File: src/rtl/ldm_pkg.sv
package ldm_pkg;
  typedef enum logic [1:0] {
    S_IDLE  = 2'd0,
    S_PROBE = 2'd1,
    S_LOAD  = 2'd2,
    S_DRAIN = 2'd3
  } ldm_state_e;
endpackage

File: src/rtl/ldm_span.sv
module ldm_span #(
  parameter int AW = 32,
  parameter int RN = 4,
  parameter int WORD_BYTES = 4
) (
  input  logic [RN-1:0] first_i,
  input  logic [RN-1:0] last_i,
  input  logic [AW-1:0] base_i,
  input  logic [AW-1:0] ofs_i,
  output logic [AW-1:0] start_addr_o,
  output logic [AW-1:0] final_addr_o,
  output logic [RN:0]   count_o
);
  localparam int WSH = $clog2(WORD_BYTES);

  logic [RN-1:0] delta;

  always_comb begin
    delta        = last_i - first_i;
    start_addr_o = base_i + ofs_i;
    final_addr_o = start_addr_o + (AW'(delta) << WSH);
    count_o      = {1'b0, delta} + (RN+1)'(1);
  end
endmodule

File: src/rtl/ldm_wrstage.sv
module ldm_wrstage #(
  parameter int DW = 32,
  parameter int RN = 4
) (
  input  logic          clk,
  input  logic          rst,
  input  logic          rd_i,
  input  logic [RN-1:0] rd_tag_i,
  input  logic          rd_last_i,
  input  logic [DW-1:0] rdata_i,
  output logic          rf_we_o,
  output logic [RN-1:0] rf_waddr_o,
  output logic [DW-1:0] rf_wdata_o,
  output logic          done_o
);
  logic          pend;
  logic [RN-1:0] pend_tag;
  logic          pend_last;
  logic          wr_last;

  always_ff @(posedge clk) begin
    if (rst) begin
      pend       <= 1'b0;
      pend_tag   <= '0;
      pend_last  <= 1'b0;
      rf_we_o    <= 1'b0;
      rf_waddr_o <= '0;
      rf_wdata_o <= '0;
      wr_last    <= 1'b0;
      done_o     <= 1'b0;
    end else begin
      pend      <= rd_i;
      pend_tag  <= rd_tag_i;
      pend_last <= rd_i & rd_last_i;
      rf_we_o   <= pend;
      wr_last   <= pend & pend_last;
      if (pend) begin
        rf_waddr_o <= pend_tag;
        rf_wdata_o <= rdata_i;
      end
      done_o <= rf_we_o & wr_last;
    end
  end


  wr_after_rd_chk: assert property (@(posedge clk) disable iff (rst)
    rf_we_o |-> $past(rd_i, 2));


  wr_order_chk: assert property (@(posedge clk) disable iff (rst)
    (rf_we_o && $past(rf_we_o)) |-> rf_waddr_o == $past(rf_waddr_o) + RN'(1));
endmodule

File: src/rtl/ldm_sequencer.sv
module ldm_sequencer #(
  parameter int AW = 32,
  parameter int DW = 32,
  parameter int RN = 4,
  parameter int WORD_BYTES = 4
) (
  input  logic          clk,
  input  logic          rst,
  input  logic          start_vld,
  input  logic [RN-1:0] start_first,
  input  logic [RN-1:0] start_last,
  input  logic [AW-1:0] start_base,
  input  logic [AW-1:0] start_ofs,
  output logic          probe_req,
  output logic [AW-1:0] probe_addr,
  input  logic          probe_resp,
  input  logic          probe_fault,
  output logic          mem_rd,
  output logic [AW-1:0] mem_addr,
  input  logic [DW-1:0] mem_rdata,
  output logic          rf_we,
  output logic [RN-1:0] rf_waddr,
  output logic [DW-1:0] rf_wdata,
  output logic          done,
  output logic          trap
);
  import ldm_pkg::*;

  localparam int CW = RN + 1;

  ldm_state_e    st;
  logic [AW-1:0] cur_addr;
  logic [RN-1:0] cur_reg;
  logic [CW-1:0] remain;
  logic [AW-1:0] start_addr_w;
  logic [AW-1:0] final_addr_w;
  logic [CW-1:0] count_w;
  logic [RN-1:0] rd_tag;
  logic          rd_last;
  logic          passed;
  logic          probe_ok;
  logic          issue;

  ldm_span #(.AW(AW), .RN(RN), .WORD_BYTES(WORD_BYTES)) u_span (
    .first_i      (start_first),
    .last_i       (start_last),
    .base_i       (start_base),
    .ofs_i        (start_ofs),
    .start_addr_o (start_addr_w),
    .final_addr_o (final_addr_w),
    .count_o      (count_w)
  );

  assign probe_ok = (st == S_PROBE) && probe_resp && !probe_fault;
  assign issue    = probe_ok || (st == S_LOAD);

  always_ff @(posedge clk) begin
    if (rst) begin
      st         <= S_IDLE;
      cur_addr   <= '0;
      cur_reg    <= '0;
      remain     <= '0;
      probe_req  <= 1'b0;
      probe_addr <= '0;
      mem_rd     <= 1'b0;
      mem_addr   <= '0;
      rd_tag     <= '0;
      rd_last    <= 1'b0;
      trap       <= 1'b0;
      passed     <= 1'b0;
    end else begin
      trap   <= 1'b0;
      mem_rd <= issue;
      if (issue) begin
        mem_addr <= cur_addr;
        rd_tag   <= cur_reg;
        rd_last  <= (remain == CW'(1));
        cur_addr <= cur_addr + AW'(WORD_BYTES);
        cur_reg  <= cur_reg + RN'(1);
        remain   <= remain - CW'(1);
      end
      unique case (st)
        S_IDLE: begin
          passed <= 1'b0;
          if (start_vld) begin
            cur_addr   <= start_addr_w;
            cur_reg    <= start_first;
            remain     <= count_w;
            probe_req  <= 1'b1;
            probe_addr <= final_addr_w;
            st         <= S_PROBE;
          end
        end
        S_PROBE: begin
          if (probe_resp) begin
            probe_req <= 1'b0;
            if (probe_fault) begin
              trap <= 1'b1;
              st   <= S_IDLE;
            end else begin
              passed <= 1'b1;
              st     <= (remain == CW'(1)) ? S_DRAIN : S_LOAD;
            end
          end
        end
        S_LOAD: begin
          if (remain == CW'(1)) st <= S_DRAIN;
        end
        S_DRAIN: begin
          if (done) st <= S_IDLE;
        end
        default: st <= S_IDLE;
      endcase
    end
  end

  ldm_wrstage #(.DW(DW), .RN(RN)) u_wr (
    .clk        (clk),
    .rst        (rst),
    .rd_i       (mem_rd),
    .rd_tag_i   (rd_tag),
    .rd_last_i  (rd_last),
    .rdata_i    (mem_rdata),
    .rf_we_o    (rf_we),
    .rf_waddr_o (rf_waddr),
    .rf_wdata_o (rf_wdata),
    .done_o     (done)
  );


  probe_hold_chk: assert property (@(posedge clk) disable iff (rst)
    (probe_req && !probe_resp) |=> (probe_req && $stable(probe_addr)));


  no_early_access_chk: assert property (@(posedge clk) disable iff (rst)
    (mem_rd || rf_we) |-> (passed && !probe_req));


  trap_quiet_chk: assert property (@(posedge clk) disable iff (rst)
    trap |-> (!mem_rd && !rf_we && !done));


  done_pulse_chk: assert property (@(posedge clk) disable iff (rst)
    done |=> !done);


  done_trap_excl_chk: assert property (@(posedge clk) disable iff (rst)
    done |-> !trap);
endmodule

File: config.mk
export PLATFORM = sky130hd
export DESIGN_NAME = ldm_sequencer
export DESIGN_NICKNAME = d
export VERILOG_FILES = /design/src/rtl/ldm_pkg.sv /design/src/rtl/ldm_span.sv /design/src/rtl/ldm_wrstage.sv /design/src/rtl/ldm_sequencer.sv
export SDC_FILE = /design/constraint.sdc
export NUM_CORES = 1
export LEC_CHECK = 0
export BUFFER_PORTS_ARGS = -buffer_cell sky130_fd_sc_hd__clkbuf_2
export CORE_ASPECT_RATIO = 2
export CORE_UTILIZATION = 46
export DETAILED_ROUTE_END_ITERATION = 12
export GPL_TIMING_DRIVEN = 0
export MAX_ROUTING_LAYER = met4
export PLACE_DENSITY = 0.7
export SLEW_MARGIN = 10
export SYNTH_ARGS = -nofsm -noshare
export SYNTH_HDL_FRONTEND = slang
export SYNTH_HIERARCHICAL = 1
export SYNTH_SLANG_ARGS = --single-unit
File: constraint.sdc
create_clock -name clk -period 4.09 [get_ports clk]
set_input_delay 0.818 -clock clk [delete_from_list [all_inputs] [get_ports clk]]
set_output_delay 0.818 -clock clk [all_outputs]
set_load 0.05 [all_outputs]
== Yosys cells after proc, flatten, opt, wreduce, memory -nomap -nowiden ==
Index checks and enable logic that the tools add are counted.
Widths: inputs -> output; s select.
Storage, ports and cells
  bits in registers: 160
  input port bits: 109
  output and inout port bits: 105
  logic and storage cells: 69
Operators by class
  $add $sub $neg: 7
  equality and inequality tests: 8
  mux-type cells: 20
  bitwise gates (word level): 5
  reduce and logical (&&, ||, !) cells: 10
Operators by type and width (number)
  $mux 32: 3
  $add 32x3->32 const B: 1
  $add 32x32->32: 1
  $add 32x6->32: 1
  $mux 5: 3
  $mux 4: 3
  $mux 2: 5
  $pmux 2 s4: 1
  $add 4x1->5 const B: 1
  $eq 5x1->1 const B: 1
  $sub 5x1->5 const B: 1
  $add 4x1->4 const B: 1
  $eq 2x2->1 const B: 2
  $mux 1: 4
  $ne 2x1->1 const B: 2
  $ne 2x2->1 const B: 2
  $reduce_and 4->1: 1
  $sub 4x4->4: 1
  $and 1x1->1: 3
  $reduce_and 3->1: 1
  $reduce_or 3->1: 1
  $eq 2x1->1 const B: 1
  $logic_and 1x1->1: 2
  $logic_not 2->1: 1
  other kinds (6): 7

== Logic depth before layout (Yosys ltp) ==
Gate-level depths: netlist (run 1).
  depth after elaboration: 7
  mapped depth: 18
  gate-level depth less buffers: 18

== Modules after synthesis ==
The synthesis (run 1) kept the hierarchy.
By module, submodules not included
  ldm_sequencer: times used 1, cells an instance 601, area each 4827.1 um^2, seq. area each 2302.2 um^2
  ldm_span: times used 1, cells an instance 400, area each 2757.6 um^2, seq. area each 0.0 um^2
  ldm_wrstage: times used 1, cells an instance 136, area each 1549.0 um^2, seq. area each 900.9 um^2

== Least setup slack after synthesis (run 1) ==
Ideal clock, no wire load.
  kind: in2reg
  start: in start_base[0]
  end: reg probe_addr[29]
  library setup time: 70 ps
  arrival time: 3920 ps
  data required time: 4020 ps
  path slack: 100 ps
  cell stages on the path: 14
  path buffers: 0
  cells stage by stage: ha_1 -> fa_1 -> a211oi_1 -> o21ai_1 -> a41oi_1 -> a21boi_1 -> or4_4 -> nor4b_4 -> nand4_2 -> nor2_2 -> and3_1 -> xnor2_1 -> nand2_1 -> a21oi_1
Between the ends
  cells in the longest elaborated chain, start to end: 2
RTL lines
  from (decl): line ldm_sequencer.sv:12  | input logic [AW-1:0] start_base,
  $add 32x32->32: line ldm_span.sv:20  | start_addr_o = base_i + ofs_i;
  $add 32x6->32: line ldm_span.sv:21  | final_addr_o = start_addr_o + (AW'(delta) << WSH);
  named net final_addr_w[29]: line ldm_sequencer.sv:36  | logic [AW-1:0] final_addr_w;
  to (signal assigned): line ldm_sequencer.sv:90  | probe_addr <= final_addr_w;
  to (decl): line ldm_sequencer.sv:15  | output logic [AW-1:0] probe_addr,
The timed path passes the listed nets, and every way through them passes these cells.
A chain may end at the register's enable or synchronous reset.

== Worst setup path after layout (run 1) ==
  start: in start_base[0]
  end: reg probe_addr[31]
Between the ends
  cells in the longest elaborated chain, start to end: 2
RTL lines
  $add 32x32->32: line ldm_span.sv:20
  named net start_addr_w[24]: line ldm_sequencer.sv:35  | logic [AW-1:0] start_addr_w;
  $add 32x6->32: line ldm_span.sv:21
  named net final_addr_w[31]: line ldm_sequencer.sv:36
The timed path passes the listed nets, and every way through them passes these cells.

==> results of run 1 <==
==> how the worst max path moves through the flow <==
| stage | start | endpoint | slack (ns) | cells after the start |
|---|---|---|---|---|
| finish | start_base[0] | probe_addr[31] | 0.13 | 16 |
| global route | start_base[4] | probe_addr[26] | 0.008 | 18 |
| CTS | start_base[0] | probe_addr[29] | 0.03 | 16 |
| detailed placement | start_base[0] | probe_addr[26] | -0.85 | 15 |
| global placement | start_base[0] | probe_addr[26] | -0.84 | 15 |
| floorplan | start_base[0] | probe_addr[29] | 0.1 | 14 |
==> stage by stage <==
step	setup WS, ns	cell area, um^2	power (mW)	hold WS [ns]
after floorplan	0.0999	9130	2.68	0.395
after global placement	-0.840	10500	3.01	0.406
after detailed placement	-0.853	10500	3.03	0.410
after CTS	0.0306	11100	4.52	0.425
after global routing	0.00789	11200	4.74	0.431
final	0.134	11200	4.52	0.418
==> metal layers <==
| metal | up-vias | global-route usage, % |
|---|---|---|
| met1 | 4014 | 23.4 |
| met5 | - | - |
| li1 | 4412 | - |
| met3 | 104 | 4.93 |
| met4 | 0 | 20.2 |
| met2 | 317 | 51.2 |
==> kinds of logic after synthesis <==
logic type | share of synthesized area, %
AOI/OAI and AO/OA | 16.1
xor gates and xnor gates | 8.05
adders and majority gates | 6.55
buffers and inverters | 5.42
DFF | 35.1
muxes | 4.18
and+or+nand+nor | 24.7
==> worst max-delay path: stages <==
cell and delay (ns):
clkbuf_2 0.08, ha_1 0.22, fa_2 0.42, a211oi_2 0.30, o21ai_4 0.13, a41o_1 0.29
o211ai_1 0.44, buf_4 0.21, nor3b_1 0.19, o22a_1 0.33, nand4_1 0.18, nor4_2 0.22
nand3_1 0.13, xnor2_1 0.15, nand2_1 0.06, a21oi_1 0.14
==> synthesized netlist by cell type (all sizes together) (13+ instances only) <==
cell type	number
mux2i	37
nand2	204
nor2	112
nor4	15
a211oi	32
nand4	16
xor2	24
ha	43
a21oi	115
nand3	28
xnor2	60
and2	13
nor3	25
dfxtp	160
clkbuf	41
buf	27
inv	33
o21ai	29
and3	13
==> report_power, final <==
group          internal [mW]  switching (mW)
Combinational          0.449           0.837
Sequential              1.66          0.0934
Clock                  0.860           0.618
Total                   2.97            1.55
==> area by class of cell <==
class | instances | area share (%)
Clock buffer | 21 | 4.10
Sequential cell | 160 | 28.5
Tap cell | 259 | 2.89
Multi-Input combinational cell | 876 | 49.3
Buffer | 68 | 3.31
Clock inverter | 10 | 0.791
Inverter | 33 | 1.10
Timing Repair Buffer | 220 | 9.99
==> timing repair <==
item                                    in CTS  in global routing
hold endpoints to repair                     0                  0
gates resized for setup                      8                 10
endpoints found under the setup margin      10                  8
pin swaps                                    2                  6
buffers inserted                             2                  6
==> reports/qor.yml, run 1 <==
synthFlopType: "dfxtp_1"
hold_viol: 0
htreeDepth: 4
seq_area_um2: 3200
leakage_nw: 4.57
dp.cells: 1608
grt_first_pass_wirelength_um: 41700
antenna_found_initial: 0
io_pins: 214
vias: 8847
clkTransAtPathRegs_ns: 0.06
multi_input_area_um2: 5530
wl_per_cell_um: 16.3
drc: 0
layout-drive-gt1-share_pct: 22.3
hold_buffers: 0
clk_path_buf_depth: 2
synth.distinct_cells: 79
grt_max_degree: 17
status: "completed"
synth_edf_count: 0
final_util_pct: 58.0
syn_to_final_growth_pct: 22.9
synth_largest_area_cell: "dfxtp_1"
wirelength_um: 26900
hpwl_um: 21900
wl_met3_um: 1170
ys_warn_count: 6
io_buffers: 212
die_area_um2: 20500
cts_sinks: 160
grt_setup_unrepaired: "no"
reg2reg_slack_ns: 1.92
first_pass_iters: 5
wl_met1_um: 9180
cts_inserted_buffers: 17
tightest_slew_ns: 0.775
hold_class: "reg -> reg"
fp.dieH_um: 201
wl_met2_um: 14600
whs_path_depth: 2
synth_seq_area_share_pct: 35.1
maxCapViolations: 0
ff2ff_path_depth: 7
arrival_ns: 4.32
startpoint_type: "input pin"
clock-skew-final_ns: 0.00880
power_density_nw_per_um2: 403
overflow: 0
async_reset_ff_share_pct: 0
nets: 1531
syn_area_per_cell_um2: 8.03
crit_path_end_kind: "flop"
max_freq_mhz: 253
cts_tree: "built"
setup_viol: 0
synthesis.nets: 1292
mostFrequentLayoutCells: "clkbuf_2 (212), nand2_1 (204), dfxtp_1 (160)"
hold_path.startpoint: "u_wr/wr_last"
diodes: 0
final.setup.tns_ns: 0
gp_congestion: 0.937
drt_iter0_drc: 331
layout_commonest_cell: "clkbuf_2"
nFillCells: 1877
peakVddDrop_v: 0.000297
clock_latency_ns: 0.43
postSynthCellCount: 1137
cp_data_required_time_ns: 4.45
path_max_fanout: 6
start_util_pct: 47.2
ys_top_cells_by_area: "dfxtp_1 (35%), nand2_1 (8.4%), a21oi_1 (6.2%)"
grt_pass1_vias: 8884
fin_crit_sh_pct: 96.7
hold_path_end: "u_wr/done_o"
ys_ff_latch: 160
die_w_um: 102
synth_top_area_share_pct: 35.1
grt_usage_pct: 27.5
cts_root_buf: "clkbuf_16"
period_needed_ns: 3.96
ant_nets: 0
crit_type: "in -> reg"
rows: 72
topRoutingLayerUsed: "met4"
slew_headroom_pct: 47.6
via_per_inst: 5.37
final_cells: 1647
final_max_slew_viol_count: 0
coreArea_um2: 19400
r2r-end: "cur_addr[2]"
syn_area_um2: 9130
Note: power is estimated with default switching activity, not from simulation.
==> run 2, diff against run 1 <==
Settings changed: CELL_PAD_IN_SITES_DETAIL_PLACEMENT set to 0, CELL_PAD_IN_SITES_GLOBAL_PLACEMENT set to 1, CORE_ASPECT_RATIO 2 to unset, CORE_UTILIZATION 46 to 37, CTS_BUF_LIST set to sky130_fd_sc_hd__clkbuf_8, PLACE_DENSITY 0.7 to 0.76.
==> reports/qor.yml, run 2 (same netlist as run 1, synthesis figures left out) <==
coreArea_um2: 24200  # +25%
holdWs_ns: 0.419  # +0.000311 ns
wirelength_um: 25600  # -5.0%
overflow: 0  # unchanged
rows: 57  # -21%
vias: 8590  # -2.9%
first_pass_iters: 5  # unchanged
clk_path_buf_depth: 2  # unchanged
hold_class: "reg -> reg"
drc: 0  # unchanged
layout_commonest_cell: "clkbuf_2"
max_freq_mhz: 251  # -0.64%
io_buffers: 212  # unchanged
setup_viol: 0  # unchanged
ant_nets: 0  # unchanged
die_w_um: 159  # +57%
crit_top_cell: "nand2_1"
status: "completed"
final_cell_area_um2: 11200  # -0.37%
gp_congestion: 0.879  # -6.3%
crit_path_end_kind: "flop"
cts_root_buf: "clkbuf_8"
hpwl_um: 20300  # -7.3%
hold_buffers: 0  # unchanged
mostFrequentLayoutCells: "clkbuf_2 (212), nand2_1 (203), dfxtp_1 (160)"
leakage_nw: 4.53  # -0.98%
peakVddDrop_v: 0.000196  # -34%
final_max_slew_viol_count: 0  # unchanged
clock-skew-final_ns: 0.0125  # +0.00367 ns
grt_max_degree: 17  # unchanged
cp_cell_sequence: "clkbuf_2, ha_1, fa_2, a211oi_2, o21ai_4, a41oi_2, a21boi_1, or4_4, nor4b_4, nand4_1, nor2_4, nand2_1, xnor2_2, nand2_1, a21oi_1"
clock_latency_ns: 0.45  # +0.02 ns
via_per_inst: 5.02  # -6.6%
grt_pass1_vias: 8008  # -9.9%
diodes: 0  # unchanged
cp_data_required_time_ns: 4.47  # +0.02 ns
nFillCells: 2515  # +34%
cp_slowest_cell: "or4_4"
p_total_mw: 4.20  # -7.1%
path_max_fanout: 6  # unchanged
drt_iter0_drc: 397  # +20%
final_util_pct: 46.1  # -12 points
cts_inserted_buffers: 17  # unchanged
start_util_pct: 37.7  # -9.5 points
maxCapViolations: 0  # unchanged
fp.dieH_um: 159  # -21%
grt_usage_pct: 20.5  # -7.0 points
htreeDepth: 4  # unchanged
antenna_found_initial: 0  # unchanged
crit_type: "in -> reg"
slew_headroom_pct: 50.8  # +3.2 points
hold_viol: 0  # unchanged
clkTransAtPathRegs_ns: 0.08  # +0.02 ns
cts_tree: "built"
power_density_nw_per_um2: 376  # -6.7%
dp.cells: 1673  # +4.0%
syn_to_final_growth_pct: 22.4
nets: 1532  # +0.065%
layout-drive-gt1-share_pct: 22.7  # +0.43 points
period_needed_ns: 3.98  # +0.0254 ns
die_area_um2: 25300  # +24%
slowest_delay_ns: 0.52  # +0.08 ns
fin_crit_sh_pct: 97.3  # +0.62 points
arrival_ns: 4.36  # +0.04 ns
io_pins: 214  # unchanged
startpoint_type: "input pin"
final_cells: 1712  # +3.9%
post_dp_cell_area_um2: 10600  # +0.77%
cts_sinks: 160  # unchanged
wl_per_cell_um: 14.9  # -8.6%
tightest_slew_ns: 0.735  # -0.0397 ns
grt_first_pass_wirelength_um: 40700  # -2.4%
## run 2: per-layer routing
metal	global-route usage [%]	vias up	wire (um)
met5	-	-	0
met2	33.3	245	12000
met3	3.41	25	1070
met4	5.33	0	395
met1	26.3	3920	12000
li1	-	4400	-
## run 2: final timing paths
check	cells past startpoint	slack, ns	to	from
worst min register to register	2	0.42	u_wr/done_o	u_wr/wr_last
worst max register to register	7	1.80	cur_reg[0]	flop
worst min-delay path	2	0.42	u_wr/done_o	u_wr/wr_last
worst max-delay path	15	0.11	probe_addr[30]	start_base[0]
## run 2: cell type report
class                      instances  area, um^2  area share (%)
clock buffer                      21         289            2.58
clock inverter                     9         109           0.973
inverter                          33         124            1.11
tap                              324         405            3.62
buffer                            68         372            3.32
multi-input combinational        876        5550            49.7
sequential                       160        3200            28.6
timing repair buffer             221        1130            10.1
## run 2: timing repair
item / in CTS / in global routing
setup buffers: 0 / 9
gates resized for setup: 9 / 13
pin swaps: 0 / 10
setup endpoints to repair: 8 / 8
## run 2: through the flow
step	setup TNS [ns]	worst slack, ns
2_1_floorplan	0	0.0999
3_3_place_gp	-7.09	-0.810
3_5_place_dp	-7.33	-0.815
4_1_cts	0	0.0328
5_1_grt	-0.0912	-0.0505
6_report	0	0.108
## run 2: critical path: cells and delay by family
| family | cells | cell delay, ns |
|---|---|---|
| and+or+nand+nor | 6 | 1.61 |
| AOI/OAI and AO/OA | 5 | 0.99 |
| buffers and inverters | 1 | 0.08 |
| adders and majority gates | 2 | 0.64 |
| xor gates and xnor gates | 1 | 0.21 |
## run 2: report_power, final
group          internal (mW)  switching, mW  leakage, nW  total [mW]
combinational          0.453          0.826         3.03        1.28
clock                  0.600          0.568        0.198        1.17
sequential              1.66         0.0923         1.30        1.75
==> run 3, diff against run 2 <==
Settings changed: BUFFER_PORTS_ARGS -buffer_cell sky130_fd_sc_hd__clkbuf_2 to -buffer_cell sky130_fd_sc_hd__buf_2.
==> reports/qor.yml, run 3 (same netlist as run 1, synthesis figures left out) <==
drt_iter0_drc: 417  # +5.0%
hpwl_um: 20300  # about the same
wirelength_um: 25700  # +0.65%
path_max_fanout: 4  # -2
hold_viol: 0  # unchanged
final_cell_area_um2: 11300  # +1.0%
layout_commonest_cell: "buf_2"
ant_nets: 0  # unchanged
cp_slowest_cell: "or4_4"
nets: 1534  # +0.13%
cp_cell_sequence: "buf_2, ha_1, fa_2, a211oi_2, o21ai_4, buf_4, a41oi_2, a21boi_1, or4_4, nor4b_4, buf_4, nand4_1, nor2_4, nand2_1, xnor2_2, nand2_1, a21oi_1"
io_pins: 214  # unchanged
setup_viol: 0  # unchanged
overflow: 0  # unchanged
critPathLaunch: "start_base[0]"
first_pass_iters: 5  # unchanged
period_needed_ns: 3.95  # -0.0287 ns
die_w_um: 159  # unchanged
clk_path_buf_depth: 2  # unchanged
grt_usage_pct: 20.7  # +0.21 points
via_per_inst: 4.97  # -1.0%
grt_max_degree: 17  # unchanged
grt_pass1_vias: 7901  # -1.3%
start_util_pct: 37.7  # unchanged
grt_first_pass_wirelength_um: 40900  # +0.57%
fp.dieH_um: 159  # unchanged
hold_path.startpoint: "u_wr/wr_last"
io_buffers: 212  # unchanged
rows: 57  # unchanged
startpoint_type: "input pin"
tightest_slew_ns: 0.769  # +0.0337 ns
cts_root_buf: "clkbuf_8"
status: "completed"
final_max_slew_viol_count: 0  # unchanged
die_area_um2: 25300  # unchanged
fin_crit_sh_pct: 96.6  # -0.70 points
clkTransAtPathRegs_ns: 0.09  # about the same
power_density_nw_per_um2: 391  # +4.2%
cts_inserted_buffers: 17  # unchanged
crit_type: "in -> reg"
diodes: 0  # unchanged
crit_path_end_kind: "flop"
gp_congestion: 0.876  # -0.26%
slowest_delay_ns: 0.52  # about the same
htreeDepth: 4  # unchanged
layout-drive-gt1-share_pct: 23.2  # +0.51 points
arrival_ns: 4.35  # about the same
cts_sinks: 160  # unchanged
dp.cells: 1673  # unchanged
mostFrequentLayoutCells: "buf_2 (224), nand2_1 (203), dfxtp_1 (160)"
antenna_found_initial: 0  # unchanged
drc: 0  # unchanged
leakage_nw: 4.66  # +2.8%
vias: 8522  # -0.79%
peakVddDrop_v: 0.000210  # +7.0%
wl_per_cell_um: 15.0  # +0.41%
clock_latency_ns: 0.47  # +0.02 ns
cts_tree: "built"
cp_data_required_time_ns: 4.49  # +0.02 ns
post_dp_cell_area_um2: 10600  # unchanged
hold_class: "reg -> reg"
final_cells: 1716  # +0.23%
max_freq_mhz: 253  # +0.73%
final.setup.tns_ns: 0  # unchanged
syn_to_final_growth_pct: 23.7
slew_headroom_pct: 48.6  # -2.3 points
coreArea_um2: 24200  # unchanged
hold_buffers: 0  # unchanged
maxCapViolations: 0  # unchanged
clock-skew-final_ns: 0.0131  # +0.000597 ns
## run 3: layer usage
metal / wire, um / share of wire (%) / GRT usage (%)
met3: 1030 / 4.0 / 2.71
met1: 12200 / 48 / 26.7
met4: 409 / 1.6 / 5.73
met2: 12000 / 47 / 33.9
met5: 0 / 0 / -
## run 3: worst max-delay path: cells and delay by family
kind	cells	cell delay (ns)
xor+xnor	1	0.20
buf+inv	3	0.45
simple gates	6	1.39
fa+ha+maj	2	0.64
compound gates	5	0.86
## run 3: power breakdown
| part | internal [mW] | switching (mW) |
|---|---|---|
| clock | 0.779 | 0.600 |
| sequential | 1.66 | 0.0894 |
| combinational | 0.459 | 0.831 |
## run 3: cell type report
class / count / area, um^2
clock inverter: 12 / 204
clock buffer: 20 / 275
buffer: 68 / 373
sequential: 160 / 3200
fill: 2504 / 13000
multi-input combinational: 876 / 5570
timing repair buffer: 223 / 1140
tap: 324 / 405
inverter: 33 / 124
## run 3: per-stage QoR
step,utilization [%],setup WS (ns),hold slack (ns),power (mW)
after floorplan,-,0.0999,0.395,2.68
after global placement,43.7,-0.826,0.405,3.01
after detailed placement,43.7,-0.818,0.418,3.02
after CTS,45.9,0.0114,0.432,4.42
after global routing,46.6,-0.0137,0.457,4.66
final,46.6,0.137,0.425,4.42
## run 3: worst paths after layout
| path | to | slack (ns) | cells after the start |
|---|---|---|---|
| setup / recovery | probe_addr[30] | 0.14 | 17 |
| hold / removal | u_wr/done_o | 0.42 | 2 |
| setup reg to reg | cur_reg[0] | 1.85 | 7 |
| hold reg to reg | u_wr/done_o | 0.42 | 2 |
## run 3: repair_timing
item / in CTS / in global routing
pin swaps: 2 / 12
resized for setup: 8 / 18
endpoints found under the setup margin: 8 / 7
buffers inserted: 0 / 11
